==> src/rtl/pwroff_alarm_pkg.sv <==
package pwroff_alarm_pkg;

    localparam int FIELD_W    = 8;
    localparam int NUM_FIELDS = 6;
    localparam int ADDR_W     = 8;
    localparam int DATA_W     = 32;
    localparam int IDX_W      = $clog2(NUM_FIELDS);

    // Register layout
    localparam logic [ADDR_W-1:0] FIELD_BASE = 8'h80;
    localparam logic [ADDR_W-1:0] ARM_ADDR   = 8'h98;
    localparam logic [ADDR_W-1:0] IE_ADDR    = 8'h9C;
    localparam logic [ADDR_W-1:0] STAT_ADDR  = 8'hA0;

    localparam int ARM_BIT  = 16;
    localparam int IE_BIT   = 4;
    localparam int STAT_BIT = 7;

    typedef logic [FIELD_W-1:0]                  bcd_t;
    typedef logic [NUM_FIELDS-1:0][FIELD_W-1:0]  cal_vec_t;

    typedef enum logic [2:0] {
        SEL_NONE,
        SEL_FIELD,
        SEL_ARM,
        SEL_IE,
        SEL_STAT
    } reg_sel_e;

    typedef struct packed {
        reg_sel_e           sel;
        logic [IDX_W-1:0]   idx;
    } reg_dec_t;

    function automatic reg_dec_t decode_addr(input logic [ADDR_W-1:0] addr);
        reg_dec_t            d;
        logic [ADDR_W-1:0]   off;
        off   = addr - FIELD_BASE;
        d.sel = SEL_NONE;
        d.idx = '0;
        if (addr == ARM_ADDR) begin
            d.sel = SEL_ARM;
        end else if (addr == IE_ADDR) begin
            d.sel = SEL_IE;
        end else if (addr == STAT_ADDR) begin
            d.sel = SEL_STAT;
        end else if (addr >= FIELD_BASE && off[1:0] == 2'b00 &&
                     int'(off[ADDR_W-1:2]) < NUM_FIELDS) begin
            d.sel = SEL_FIELD;
            d.idx = off[IDX_W+1:2];
        end
        return d;
    endfunction

endpackage

==> src/rtl/pwroff_regfile.sv <==
module pwroff_regfile
    import pwroff_alarm_pkg::*;
#(
    parameter int P_FIELD_W    = FIELD_W,
    parameter int P_NUM_FIELDS = NUM_FIELDS,
    parameter int P_DATA_W     = DATA_W
) (
    input  logic                                   clk,
    input  logic                                   rst,
    input  logic                                   reg_we,
    input  logic [ADDR_W-1:0]                      reg_addr,
    input  logic [P_DATA_W-1:0]                    reg_wdata,
    input  logic [P_DATA_W/8-1:0]                  reg_wstrb,
    input  logic                                   st_i,
    output logic [P_DATA_W-1:0]                    reg_rdata,
    output logic [P_NUM_FIELDS-1:0][P_FIELD_W-1:0] alarm_o,
    output logic                                   arm_o,
    output logic                                   ie_o,
    output logic                                   clr_o
);

    localparam int STRB_W = P_DATA_W / 8;

    reg_dec_t dec;
    logic     full_word;

    assign dec       = decode_addr(reg_addr);
    assign full_word = &reg_wstrb;

    // Compare bytes: one register per field, written through byte lane 0
    for (genvar g = 0; g < P_NUM_FIELDS; g++) begin : g_field
        always_ff @(posedge clk) begin
            if (rst) begin
                alarm_o[g] <= '0;
            end else if (reg_we && dec.sel == SEL_FIELD &&
                         int'(dec.idx) == g && reg_wstrb[0]) begin
                alarm_o[g] <= reg_wdata[P_FIELD_W-1:0];
            end
        end
    end

    // Arm bit lives in byte lane 2
    always_ff @(posedge clk) begin
        if (rst) begin
            arm_o <= 1'b0;
        end else if (reg_we && dec.sel == SEL_ARM && reg_wstrb[ARM_BIT/8]) begin
            arm_o <= reg_wdata[ARM_BIT];
        end
    end

    // Interrupt enable accepts only a whole-word write
    always_ff @(posedge clk) begin
        if (rst) begin
            ie_o <= 1'b0;
        end else if (reg_we && dec.sel == SEL_IE && full_word) begin
            ie_o <= reg_wdata[IE_BIT];
        end
    end

    assign clr_o = reg_we && dec.sel == SEL_STAT &&
                   reg_wstrb[STAT_BIT/8] && reg_wdata[STAT_BIT];

    always_comb begin
        reg_rdata = '0;
        case (dec.sel)
            SEL_FIELD: begin
                for (int i = 0; i < P_NUM_FIELDS; i++) begin
                    if (int'(dec.idx) == i) reg_rdata[P_FIELD_W-1:0] = alarm_o[i];
                end
            end
            SEL_ARM:  reg_rdata[ARM_BIT]  = arm_o;
            SEL_IE:   reg_rdata[IE_BIT]   = ie_o;
            SEL_STAT: reg_rdata[STAT_BIT] = st_i;
            default:  reg_rdata = '0;
        endcase
    end

    logic unused_strb;
    assign unused_strb = ^{reg_wstrb[STRB_W-1:0], 1'b0};

endmodule

==> src/rtl/pwroff_match.sv <==
module pwroff_match
    import pwroff_alarm_pkg::*;
#(
    parameter int P_FIELD_W    = FIELD_W,
    parameter int P_NUM_FIELDS = NUM_FIELDS
) (
    input  logic                                   tick,
    input  logic [P_NUM_FIELDS-1:0][P_FIELD_W-1:0] now_i,
    input  logic [P_NUM_FIELDS-1:0][P_FIELD_W-1:0] alarm_i,
    output logic                                   hit_o
);

    logic [P_NUM_FIELDS-1:0] field_eq;

    // Every field takes part; no don't-care masking
    for (genvar g = 0; g < P_NUM_FIELDS; g++) begin : g_cmp
        assign field_eq[g] = (now_i[g] == alarm_i[g]);
    end

    assign hit_o = tick && (&field_eq);

endmodule

==> src/rtl/pwroff_latch.sv <==
module pwroff_latch (
    input  logic clk,
    input  logic rst,
    input  logic hit_i,
    input  logic arm_i,
    input  logic clr_i,
    output logic st_o,
    output logic off_o
);

    // Status: a new match outranks a clear in the same cycle
    always_ff @(posedge clk) begin
        if (rst) begin
            st_o <= 1'b0;
        end else if (hit_i) begin
            st_o <= 1'b1;
        end else if (clr_i) begin
            st_o <= 1'b0;
        end
    end

    // Power-off is sticky until reset
    always_ff @(posedge clk) begin
        if (rst) begin
            off_o <= 1'b0;
        end else if (hit_i && arm_i) begin
            off_o <= 1'b1;
        end
    end

endmodule

==> src/rtl/pwroff_alarm_ctrl.sv <==
module pwroff_alarm_ctrl
    import pwroff_alarm_pkg::*;
#(
    parameter int P_FIELD_W    = FIELD_W,
    parameter int P_NUM_FIELDS = NUM_FIELDS,
    parameter int P_DATA_W     = DATA_W
) (
    input  logic                  clk,
    input  logic                  rst,
    input  logic                  tick,
    input  logic [P_FIELD_W-1:0]  cur_sec,
    input  logic [P_FIELD_W-1:0]  cur_min,
    input  logic [P_FIELD_W-1:0]  cur_hour,
    input  logic [P_FIELD_W-1:0]  cur_day,
    input  logic [P_FIELD_W-1:0]  cur_mon,
    input  logic [P_FIELD_W-1:0]  cur_year,
    input  logic                  reg_we,
    input  logic [ADDR_W-1:0]     reg_addr,
    input  logic [P_DATA_W-1:0]   reg_wdata,
    input  logic [P_DATA_W/8-1:0] reg_wstrb,
    output logic [P_DATA_W-1:0]   reg_rdata,
    output logic                  pwr_en,
    output logic                  irq
);

    logic [P_NUM_FIELDS-1:0][P_FIELD_W-1:0] now_vec;
    logic [P_NUM_FIELDS-1:0][P_FIELD_W-1:0] alarm_vec;
    logic arm_q, ie_q, clr_req, match_hit, st_q, off_q;

    // Field index order: seconds, minutes, hours, day, month, year
    assign now_vec = {cur_year, cur_mon, cur_day, cur_hour, cur_min, cur_sec};

    pwroff_regfile #(
        .P_FIELD_W    (P_FIELD_W),
        .P_NUM_FIELDS (P_NUM_FIELDS),
        .P_DATA_W     (P_DATA_W)
    ) regs_i (
        .clk       (clk),
        .rst       (rst),
        .reg_we    (reg_we),
        .reg_addr  (reg_addr),
        .reg_wdata (reg_wdata),
        .reg_wstrb (reg_wstrb),
        .st_i      (st_q),
        .reg_rdata (reg_rdata),
        .alarm_o   (alarm_vec),
        .arm_o     (arm_q),
        .ie_o      (ie_q),
        .clr_o     (clr_req)
    );

    pwroff_match #(
        .P_FIELD_W    (P_FIELD_W),
        .P_NUM_FIELDS (P_NUM_FIELDS)
    ) match_i (
        .tick    (tick),
        .now_i   (now_vec),
        .alarm_i (alarm_vec),
        .hit_o   (match_hit)
    );

    pwroff_latch latch_i (
        .clk   (clk),
        .rst   (rst),
        .hit_i (match_hit),
        .arm_i (arm_q),
        .clr_i (clr_req),
        .st_o  (st_q),
        .off_o (off_q)
    );

    assign pwr_en = ~off_q;
    assign irq    = st_q & ie_q;

endmodule

==> config.mk <==
export PLATFORM = sky130hd
export DESIGN_NAME = pwroff_alarm_ctrl
export DESIGN_NICKNAME = d
export VERILOG_FILES = /design/src/rtl/pwroff_alarm_pkg.sv /design/src/rtl/pwroff_regfile.sv /design/src/rtl/pwroff_match.sv /design/src/rtl/pwroff_latch.sv /design/src/rtl/pwroff_alarm_ctrl.sv
export SDC_FILE = /design/constraint.sdc
export NUM_CORES = 1
export LEC_CHECK = 0
export ABC_AREA = 1
export BUFFER_PORTS_ARGS = -buffer_cell sky130_fd_sc_hd__buf_2
export CORE_ASPECT_RATIO = 1.2
export CORE_MARGIN = 2
export CORE_UTILIZATION = 56
export CTS_BUF_LIST = sky130_fd_sc_hd__clkbuf_2
export CTS_CLUSTER_SIZE = 20
export DETAILED_ROUTE_END_ITERATION = 12
export PLACE_DENSITY = 0.89
export SYNTH_ARGS = -nofsm -noshare
export SYNTH_HDL_FRONTEND = slang
export SYNTH_HIERARCHICAL = 1
export SYNTH_SLANG_ARGS = --single-unit
==> constraint.sdc <==
create_clock -name clk -period 2.9 [get_ports clk]
set_input_delay 0.435 -clock clk [delete_from_list [all_inputs] [get_ports clk]]
set_output_delay 0.435 -clock clk [all_outputs]
set_load 0.02 [all_outputs]
==> out/metrics.csv, run 1 <==
stage,metric,value,unit
sta,Final Hold Fails,0,
placement,Final GP Congestion,0.988,
synth,"Top FF cell, synth",dfxtp_1,
synth,"FF+latch count, synth",52,
cts,Worst-path clk slew,0.24,ns
cts,post-CTS sizing,0,
worst_setup_path,Buf/Inv on CP,3,
routing,Residual DRC,0,
final_layout,synthesis-to-layout area growth,10.8,%
synth,sequential fraction of the synthesis area,0.294,
worst_setup_path,flop2flop setup slack,1.40,ns
cts,CTS max path bufs,2,
power,Reg power frac,0.604,
synth,Yosys cell types,35,
worst_setup_path,Critical Path Sink,reg_rdata[4],
floorplan,core footprint,6090,um^2
cts,hold bufs inserted after CTS,0,
worst_setup_path,stages on the worst setup path,13,
sta,final setup vio count,0,
floorplan,height of the chip,91.2,um
synth,cell accounting for the most synthesized area,dfxtp_1,
worst_setup_path,cell count of the worst reg-to-reg path,7,
synth,Synth Warn #,6,
worst_setup_path,crit end category,output port,
routing,Routed WL,10.0,mm
worst_setup_path,Critical Path RT,2.47,ns
final_layout,most frequent cells in the layout,"nand2_1, buf_2, inv_1",
power,P per Cell Area,303,nW/um^2
placement,DP HPWL,7.89,mm
worst_setup_path,"critical path, cell by cell","buf_2, nor2_4, nand3_4, nor2_8, nand2_2, inv_2, nand2_2, or2_0, nand2_1, nand2_1, nand2_1, nand2_1, buf_2",
power,Switching Fraction,0.287,
sta,Tcrit/Tclk final,0.875,
power,P_leak,1.89,nW
global_routing,largest net degree at the start of global routing,48,
worst_setup_path,crit-path leading delay family,simple AND/OR/NAND/NOR gates,
routing,Via Count,3855,
placement,buffers added on ports,83,
cts,postcts setup bufs,0,
final_layout,multi-input logic area,1960,um^2
final_layout,register area,1040,um^2
routing,drt first pass iters,7,
cts,Sink Count,52,
floorplan,row count,31,
sta,Least-Margin Pin Slew,0.648,ns
sta,RSZ-0062 raised after global routing,no,
worst_setup_path,CP Class,input port to output port,
global_routing,vias in the first global route,3594,
cts,"Clk Latency, worst-skew pair",0.42,ns
min_path,HP Class,input port to register,
power,sw power,0.342,mW
worst_setup_path,"most used cell, CP",nand2_1,
worst_setup_path,reg-to-reg endpoint,latch_i/st_o$_SDFFE_PP0P_,
worst_setup_path,"slowest stage cell, crit path",inv_2,
power,peak supply drop,0.000276,V
cts,CTS buffer count,5,
synth,ys async rst share,0,
floorplan,initial core utilization,0.582,
final_layout,final core occ,0.645,
synth,Synth Cell Area,3550,um^2
routing,wire per inst,13.8,um
placement,placed inst area,3890,um^2
cts,CTS Root Cell,clkbuf_2,
routing,vias per cell,5.32,
floorplan,die area,6990,um^2
cts,CTS tree,done,
synth,"EDFF count, synth",0,
power,clock group share of total power,0.234,
power,P_int,0.848,mW
global_routing,first-pass GRT wire length,16.1,mm
routing,"antenna viol nets, final",0,
sta,Final min period,2.54,ns
worst_setup_path,reg-to-reg critical path startpoint,regs_i/alarm_o[47]$_SDFFE_PP0P_,
worst_setup_path,CP max FO,15,
final_layout,"commonest non-fill, non-tap cell in the layout",nand2_1,
outcome,outcome,"finished, final reports clean",
floorplan,io pins,130,
worst_setup_path,CP Launch Point,reg_addr[1],
worst_setup_path,critical path arrival,2.10,ns
sta,fmax,394,MHz
worst_setup_path,crit path launch type,input port,
final_layout,share of layout cells above drive strength 1,0.195,
sta,slew margin rel.,0.567,
sta,Final Slew Violations,0,
synth,syn avg cell area,6.29,um^2
synth,Syn Inst Count,564,
run,max_cap viols,0,
final_layout,ant diodes,0,
global_routing,overall routing resource usage,0.286,
min_path,Worst Hold Depth,2,
final_layout,design area,3930,um^2
final_layout,fillers,608,
global_routing,initial antenna violation count,0,
cts,H-tree depth,2,
sta,setup TNS,0,ns
worst_setup_path,CP max stage delay,0.29,ns
synth,synth top area cells,"dfxtp_1, nand2_1, inv_1, nor2_1, o21ai_0",
sta,Worst Clk Skew,0.0104,ns
routing,1st-iter DRT viols,291,
power,power share of the combinational group,0.162,
synth,share of the synthesized area in the top cell type,0.294,
global_routing,gr ovfl total,0,
floorplan,Horiz. Die Dim,76.6,um
final_layout,final net count,737,
-- routing by layer --
| metal | vias up | global-route usage | share of wire |
|---|---|---|---|
| li1 | 1912 | - | - |
| met1 | 1737 | 0.328 | 0.39 |
| met2 | 178 | 0.539 | 0.52 |
| met3 | 28 | 0.0417 | 0.064 |
| met4 | 0 | 0.0909 | 0.029 |
| met5 | - | 0 | 0 |
-- Yosys cell counts, types with 2 or more instances --
cell type and n:
nand2_1 106, inv_1 82, nor2_1 67, dfxtp_1 52, o21ai_0 49, a21oi_1 37, o21ai_1 32, nand3_1 31
buf_4 26, inv_2 10, nand4_1 10, o211ai_1 10, nor2_4 6, clkbuf_1 5, nand2_2 5, nor3_1 5
buf_2 3, buf_6 3, nor2_2 3, xnor2_1 3, xor2_1 3, a21oi_2 2, or2_0 2
-- worst min-delay path by stage --
| stage | end | startpoint |
|---|---|---|
| after global placement | latch_i/off_o$_SDFFE_PP0P_ | latch_i/off_o$_SDFFE_PP0P_ |
| after CTS | latch_i/st_o$_SDFFE_PP0P_ | rst |
| after detailed placement | regs_i/ie_o$_SDFFE_PP0P_ | regs_i/ie_o$_SDFFE_PP0P_ |
| final | regs_i/alarm_o[23]$_SDFFE_PP0P_ | rst |
| after global routing | regs_i/alarm_o[23]$_SDFFE_PP0P_ | rst |
| after floorplan | latch_i/off_o$_SDFFE_PP0P_ | latch_i/off_o$_SDFFE_PP0P_ |
-- cell type report --
cell class,instances,area share
tap,82,0.0261
timing repair buffer,86,0.111
clock inverter,1,0.000955
clock buffer,7,0.00891
sequential,52,0.265
inverter,92,0.0879
multi-input combinational,404,0.500
-- flip-flops by register name, summed over array words and instances, names as in the netlist --
| signal | flops |
|---|---|
| latch_i/off_o | 1 |
| regs_i/arm_o | 1 |
| regs_i/ie_o | 1 |
| regs_i/alarm_o | 48 |
| latch_i/st_o | 1 |
-- worst reg2reg max path: cells and delay by family (launching register included) --
kind,cells,cell delay (ns)
flops,1,0.40
compound gates,1,0.12
xor+xnor,1,0.29
simple gates,4,0.58
buf+inv,1,0.07
-- cells by family (layout without fill, tap and decap cells) --
| kind of cell | count (synthesis) | count (layout) | share of synthesized area |
|---|---|---|---|
| simple gates | 242 | 242 | 0.313 |
| flops | 52 | 52 | 0.294 |
| other cells | 1 | 23 | 0.00106 |
| xor+xnor | 6 | 6 | 0.0148 |
| buf+inv | 130 | 186 | 0.176 |
| compound gates | 133 | 133 | 0.202 |
-- power groups by stage --
stage | Clock (mW) | Sequential [mW] | Combinational (mW)
3_3_place_gp | 0 | 0.732 | 0.184
4_1_cts | 0.280 | 0.719 | 0.189
2_1_floorplan | 0 | 0.732 | 0.135
3_5_place_dp | 0 | 0.732 | 0.188
5_1_grt | 0.316 | 0.720 | 0.212
6_report | 0.279 | 0.719 | 0.193
-- stage by stage --
step | setup WS [ns] | instances | total power [mW] | hold slack, ns
6_report | 0.364 | 724 | 1.19 | 0.244
5_1_grt | 0.232 | 724 | 1.25 | 0.186
4_1_cts | 0.387 | 724 | 1.19 | 0.229
3_5_place_dp | 0.389 | 716 | 0.921 | 0.469
3_3_place_gp | 0.431 | 716 | 0.916 | 0.452
2_1_floorplan | 0.747 | 586 | 0.866 | 0.437
Note: power is estimated with default switching activity, not from simulation.
==> run 2: changes to the inputs <==
--- a/config.mk
+++ b/config.mk
@@ -13,7 +13,7 @@
 export CTS_BUF_LIST = sky130_fd_sc_hd__clkbuf_2
 export CTS_CLUSTER_SIZE = 20
 export DETAILED_ROUTE_END_ITERATION = 12
-export PLACE_DENSITY = 0.89
+export PLACE_DENSITY_LB_ADDON = 0.05
 export SYNTH_ARGS = -nofsm -noshare
 export SYNTH_HDL_FRONTEND = slang
 export SYNTH_HIERARCHICAL = 1
==> run 2 against run 1 <==
  * Cell area rose by 0.86%
  * Die area did not move
  * Global-route usage rose by 0.82 points
  * Sequential cell count did not move
  * Via count fell by 0.49%
  * Clock-buffer cell count fell by 1
  * Sequential power barely moved
  * First-iteration DRC count fell by 15%
  * Critical path depth did not move
==> out/metrics.csv, run 2 (synthesized netlist as in run 1, its figures left out) <==
stage,metric,value,unit,change
cts,postcts setup bufs,0,,unchanged
routing,wire per inst,13.8,um,-0.14%
floorplan,initial core utilization,0.582,,unchanged
global_routing,first-pass GRT wire length,16.5,mm,+2.3%
routing,"antenna viol nets, final",0,,unchanged
worst_setup_path,CP Class,input port to output port,,
sta,Tcrit/Tclk final,0.878,,+0.00346
routing,1st-iter DRT viols,248,,-15%
worst_setup_path,flop2flop setup slack,1.38,ns,-0.02 ns
worst_setup_path,crit-path leading delay family,simple AND/OR/NAND/NOR gates,,
worst_setup_path,reg-to-reg critical path startpoint,regs_i/alarm_o[18]$_SDFFE_PP0P_,,
cts,CTS Root Cell,clkbuf_2,,
min_path,worst hold start,rst,,
sta,Final Slew Violations,0,,unchanged
cts,Worst-path clk slew,0.23,ns,about the same
worst_setup_path,crit path launch type,input port,,
worst_setup_path,Critical Path RT,2.47,ns,about the same
final_layout,Biggest register,regs_i/alarm_o,,
power,peak supply drop,0.000268,V,-2.9%
sta,final setup vio count,0,,unchanged
global_routing,initial antenna violation count,0,,unchanged
power,overall power,1.29,mW,+8.5%
floorplan,die area,6990,um^2,unchanged
placement,DP HPWL,8.05,mm,+2.0%
routing,drt first pass iters,5,,-2
sta,Final min period,2.55,ns,+0.0100 ns
min_path,HP Class,input port to register,,
worst_setup_path,Buf/Inv on CP,4,,+1
outcome,outcome,"finished, final reports clean",,
worst_setup_path,"slowest stage cell, crit path",inv_2,,
cts,"Clk Latency, worst-skew pair",0.43,ns,about the same
worst_setup_path,"most used cell, CP",nand2_1,,
final_layout,most frequent cells in the layout,"nand2_1, buf_2, inv_1",,
final_layout,ant diodes,0,,unchanged
placement,Final GP Congestion,0.904,,-8.5%
worst_setup_path,CP max FO,15,,unchanged
worst_setup_path,CP Launch Point,reg_addr[3],,
worst_setup_path,cell count of the worst reg-to-reg path,10,,+3
worst_setup_path,stages on the worst setup path,13,,unchanged
floorplan,core footprint,6090,um^2,unchanged
floorplan,Horiz. Die Dim,76.6,um,unchanged
routing,Residual DRC,0,,unchanged
worst_setup_path,critical path arrival,2.11,ns,about the same
worst_setup_path,crit end category,output port,,
final_layout,final net count,738,,+0.14%
worst_setup_path,Critical Path Sink,reg_rdata[4],,
cts,CTS tree,done,,
floorplan,io pins,130,,unchanged
sta,fmax,393,MHz,-0.39%
final_layout,max FFs per register,48,,unchanged
cts,CTS buffer count,5,,unchanged
sta,setup TNS,0,ns,unchanged
global_routing,gr ovfl total,0,,unchanged
sta,Final Hold Fails,0,,unchanged
power,P_leak,1.91,nW,+0.94%
worst_setup_path,CP max stage delay,0.29,ns,about the same
floorplan,row count,31,,unchanged
power,P per Cell Area,326,nW/um^2,+7.6%
cts,CTS max path bufs,2,,unchanged
global_routing,largest net degree at the start of global routing,48,,unchanged
cts,Sink Count,52,,unchanged
cts,hold bufs inserted after CTS,0,,unchanged
run,max_cap viols,0,,unchanged
global_routing,vias in the first global route,3554,,-1.1%
final_layout,fillers,607,,-0.16%
final_layout,multi-input logic area,1960,um^2,unchanged
cts,H-tree depth,2,,unchanged
global_routing,overall routing resource usage,0.294,,+0.00818
routing,vias per cell,5.29,,-0.63%
final_layout,synthesis-to-layout area growth,11.8,%,
routing,Routed WL,10.0,mm,unchanged
sta,Worst Clk Skew,0.0265,ns,+0.0161 ns
worst_setup_path,reg-to-reg endpoint,latch_i/st_o$_SDFFE_PP0P_,,
sta,RSZ-0062 raised after global routing,no,,
placement,buffers added on ports,83,,unchanged
final_layout,register area,1040,um^2,unchanged
final_layout,"commonest non-fill, non-tap cell in the layout",nand2_1,,
routing,Via Count,3836,,-0.49%
cts,post-CTS sizing,0,,unchanged
final_layout,share of layout cells above drive strength 1,0.198,,+0.00281
worst_setup_path,"critical path, cell by cell","buf_2, nand2_2, inv_2, nor2_8, nand2_2, inv_2, nand2_2, or2_0, nand2_1, nand2_1, nand2_1, nand2_1, buf_2",,
floorplan,height of the chip,91.2,um,unchanged
## run 2: changes by cell type in the layout (fill, tap and decap cells not counted), sizes merged
cell / change
buf: +1
bufinv: +1
clkbuf: -1
## run 2: layout make-up
class	instances	share of cell area
clock buffers	6	0.00758
clock inverters	2	0.00884
flip-flops and latches	52	0.263
inverters	92	0.0871
repair buffers	87	0.112
well taps	82	0.0259
multi-input cells	404	0.496
## run 2: worst min path at each step
stage / end / cells after the start / slack [ns]
after floorplan: latch_i/off_o$_SDFFE_PP0P_ / 2 / 0.44
after global placement: latch_i/off_o$_SDFFE_PP0P_ / 2 / 0.45
after detailed placement: regs_i/arm_o$_SDFFE_PP0P_ / 2 / 0.48
after CTS: regs_i/alarm_o[23]$_SDFFE_PP0P_ / 2 / 0.21
after global routing: regs_i/ie_o$_SDFFE_PP0P_ / 2 / 0.19
final: regs_i/alarm_o[23]$_SDFFE_PP0P_ / 2 / 0.23
## run 2: report_power, final
| part | internal (mW) | switching, mW | total (mW) |
|---|---|---|---|
| combinational | 0.0659 | 0.127 | 0.193 |
| clock | 0.148 | 0.232 | 0.380 |
| sequential | 0.718 | 0.00112 | 0.720 |
## run 2: metal layers
layer,vias up,part of all wire,track usage
li1,1926,-,-
met1,1727,0.40,0.358
met2,157,0.50,0.529
met3,26,0.059,0.0348
met4,0,0.034,0.108
met5,-,0,0
## run 2: worst register-to-register path, cell delays in order, from the launching register on
cell and delay (ns):
dfxtp_1 0.46, nand2_1 0.07, nand2_1 0.09, nand2_1 0.05, nor2_1 0.10, nand2_1 0.08, nor2_1 0.15, nand3_1 0.10
nor2_1 0.16, inv_1 0.08, a21oi_2 0.12
## run 2: per-stage QoR
step                      hold slack [ns]  cell area, um^2  utilization  worst slack, ns  std cells
final                               0.231             3960        0.651            0.354        725
after global routing                0.187             3960        0.651            0.254        725
after CTS                           0.211             3960        0.651            0.381        725
after detailed placement            0.476             3900        0.640            0.391        717
after global placement              0.455             3900        0.640            0.434        717
after floorplan                     0.437             3630            -            0.747        586
==> run 3: changes to the inputs <==
--- a/config.mk
+++ b/config.mk
@@ -9,7 +9,7 @@
 export BUFFER_PORTS_ARGS = -buffer_cell sky130_fd_sc_hd__buf_2
 export CORE_ASPECT_RATIO = 1.2
 export CORE_MARGIN = 2
-export CORE_UTILIZATION = 56
+export CORE_UTILIZATION = 45
 export CTS_BUF_LIST = sky130_fd_sc_hd__clkbuf_2
 export CTS_CLUSTER_SIZE = 20
 export DETAILED_ROUTE_END_ITERATION = 12
==> run 3 against run 2 <==
  * Clock-buffer cell count shrank 1
  * Maximum frequency grew 1.9%
  * Power shrank 5.8%
  * Critical path type unchanged
  * Highest routed layer unchanged
==> out/metrics.csv, run 3 (synthesized netlist as in run 1, its figures left out) <==
stage,metric,value,unit,change
outcome,outcome,"finished, final reports clean",,
worst_setup_path,"critical path, cell by cell","buf_2, nand2_2, inv_2, nor2_8, buf_4, nand2_2, inv_2, o211ai_1, inv_1, nor2_1, nor2_1, buf_2",,
final_layout,share of layout cells above drive strength 1,0.198,,+0.000938
cts,post-CTS sizing,0,,unchanged
min_path,HP Class,input port to register,,
cts,hold bufs inserted after CTS,0,,unchanged
sta,Final Hold Fails,0,,unchanged
floorplan,io pins,130,,unchanged
cts,CTS Root Cell,clkbuf_2,,
final_layout,final net count,740,,+0.27%
placement,buffers added on ports,83,,unchanged
power,peak supply drop,0.000240,V,-10%
worst_setup_path,reg-to-reg endpoint,latch_i/st_o$_SDFFE_PP0P_,,
worst_setup_path,CP Class,input port to output port,,
min_path,Hold EP,regs_i/alarm_o[23]$_SDFFE_PP0P_,,
min_path,Worst Hold Depth,2,,unchanged
cts,CTS buffer count,5,,unchanged
floorplan,die area,8610,um^2,+23%
worst_setup_path,reg-to-reg critical path startpoint,regs_i/alarm_o[19]$_SDFFE_PP0P_,,
floorplan,core footprint,7660,um^2,+26%
sta,setup TNS,0,ns,unchanged
cts,Sink Count,52,,unchanged
sta,Final min period,2.50,ns,-0.0467 ns
routing,Via Count,3751,,-2.2%
routing,"antenna viol nets, final",0,,unchanged
global_routing,gr ovfl total,0,,unchanged
final_layout,Biggest register,regs_i/alarm_o,,
power,P per Cell Area,307,nW/um^2,-6.0%
sta,RSZ-0062 raised after global routing,no,,
final_layout,fillers,855,,+41%
sta,Hold WS,0.180,ns,-0.0511 ns
global_routing,largest net degree at the start of global routing,47,,-2.1%
worst_setup_path,Critical Path RT,2.47,ns,about the same
final_layout,max FFs per register,48,,unchanged
sta,fmax,400,MHz,+1.9%
cts,"Clk Latency, worst-skew pair",0.46,ns,+0.03 ns
final_layout,design area,3970,um^2,+0.13%
run,max_cap viols,0,,unchanged
worst_setup_path,CP max stage delay,0.21,ns,-0.08 ns
worst_setup_path,cell count of the worst reg-to-reg path,10,,unchanged
global_routing,initial antenna violation count,0,,unchanged
final_layout,most frequent cells in the layout,"nand2_1, buf_2, inv_1",,
routing,wire per inst,14.4,um,+3.8%
final_layout,"commonest non-fill, non-tap cell in the layout",nand2_1,,
global_routing,first-pass GRT wire length,16.5,mm,+0.46%
routing,1st-iter DRT viols,225,,-9.3%
floorplan,initial core utilization,0.463,,-0.120
routing,drt first pass iters,5,,unchanged
min_path,worst hold start,rst,,
floorplan,row count,35,,+13%
global_routing,vias in the first global route,3461,,-2.6%
floorplan,height of the chip,101,um,+11%
final_layout,ant diodes,0,,unchanged
cts,CTS tree,done,,
placement,Final GP Congestion,0.892,,-1.3%
cts,H-tree depth,2,,unchanged
worst_setup_path,crit end category,output port,,
sta,Final Slew Violations,0,,unchanged
sta,Tcrit/Tclk final,0.862,,-0.0161
placement,placed inst area,3930,um^2,+0.71%
routing,Residual DRC,0,,unchanged
sta,final setup vio count,0,,unchanged
sta,Worst Clk Skew,0.0192,ns,-0.00730 ns
final_layout,final core occ,0.518,,-0.133
routing,vias per cell,5.09,,-3.8%
placement,DP HPWL,8.16,mm,+1.4%
power,P_leak,1.91,nW,-0.13%
cts,postcts setup bufs,0,,unchanged
worst_setup_path,critical path arrival,2.06,ns,-0.05 ns
worst_setup_path,crit path launch type,input port,,
routing,Routed WL,10.6,mm,+5.5%
worst_setup_path,CP max FO,11,,-4
worst_setup_path,"slowest stage cell, crit path",buf_4,,
cts,CTS max path bufs,2,,unchanged
cts,Worst-path clk slew,0.28,ns,+0.05 ns
final_layout,synthesis-to-layout area growth,11.9,%,
worst_setup_path,flop2flop setup slack,1.21,ns,-0.17 ns
global_routing,overall routing resource usage,0.243,,-0.0506
floorplan,Horiz. Die Dim,85.0,um,+11%
[run 3: cell count changes in the layout (fill, tap and decap cells not counted), sizes merged]
cell and change:
clkinv +1, buf +2, clkbuf -1, inv +1, bufinv -1
[run 3: worst max path at each step]
stage | startpoint | endpoint
finish | reg_addr[3] | reg_rdata[6]
global route | reg_addr[3] | reg_rdata[2]
CTS | reg_addr[3] | reg_rdata[2]
detailed placement | reg_addr[3] | reg_rdata[2]
global placement | reg_addr[3] | reg_rdata[2]
floorplan | reg_addr[3] | reg_rdata[0]
[run 3: area by class of cell]
| cell class | instances | area, um^2 | share of cell area |
|---|---|---|---|
| inverter | 92 | 345 | 0.0870 |
| clock inverter | 3 | 17.5 | 0.00441 |
| multi-input combinational | 404 | 1960 | 0.495 |
| sequential | 52 | 1040 | 0.262 |
| timing repair buffer | 89 | 460 | 0.116 |
| clock buffer | 5 | 25.0 | 0.00631 |
| tap | 92 | 115 | 0.0290 |
[run 3: through the flow]
stage | power, mW | worst slack [ns] | cells
6_report | 1.22 | 0.401 | 737
5_1_grt | 1.26 | 0.268 | 737
4_1_cts | 1.22 | 0.434 | 737
3_5_place_dp | 0.922 | 0.441 | 729
3_3_place_gp | 0.919 | 0.449 | 729
2_1_floorplan | 0.866 | 0.747 | 586
[run 3: report_power, final]
part | internal, mW | switching, mW | total [mW]
clock network | 0.0591 | 0.246 | 0.305
logic | 0.0661 | 0.125 | 0.191
registers | 0.719 | 0.00117 | 0.720
[run 3: metal layers]
layer / share of wire / vias to the layer above / routed length, um / GRT usage
li1: - / 1921 / - / -
met1: 0.40 / 1668 / 4280 / 0.297
met2: 0.50 / 137 / 5280 / 0.432
met5: 0 / - / 0 / 0
met3: 0.059 / 25 / 622 / 0.0220
met4: 0.037 / 0 / 395 / 0.114
[run 3: worst max-delay path: cells and delay by family]
family                 cells  cell delay, ns
AO/OA/AOI/OAI              1            0.11
buffers and inverters      6            0.93
AND/OR/NAND/NOR            5            0.59
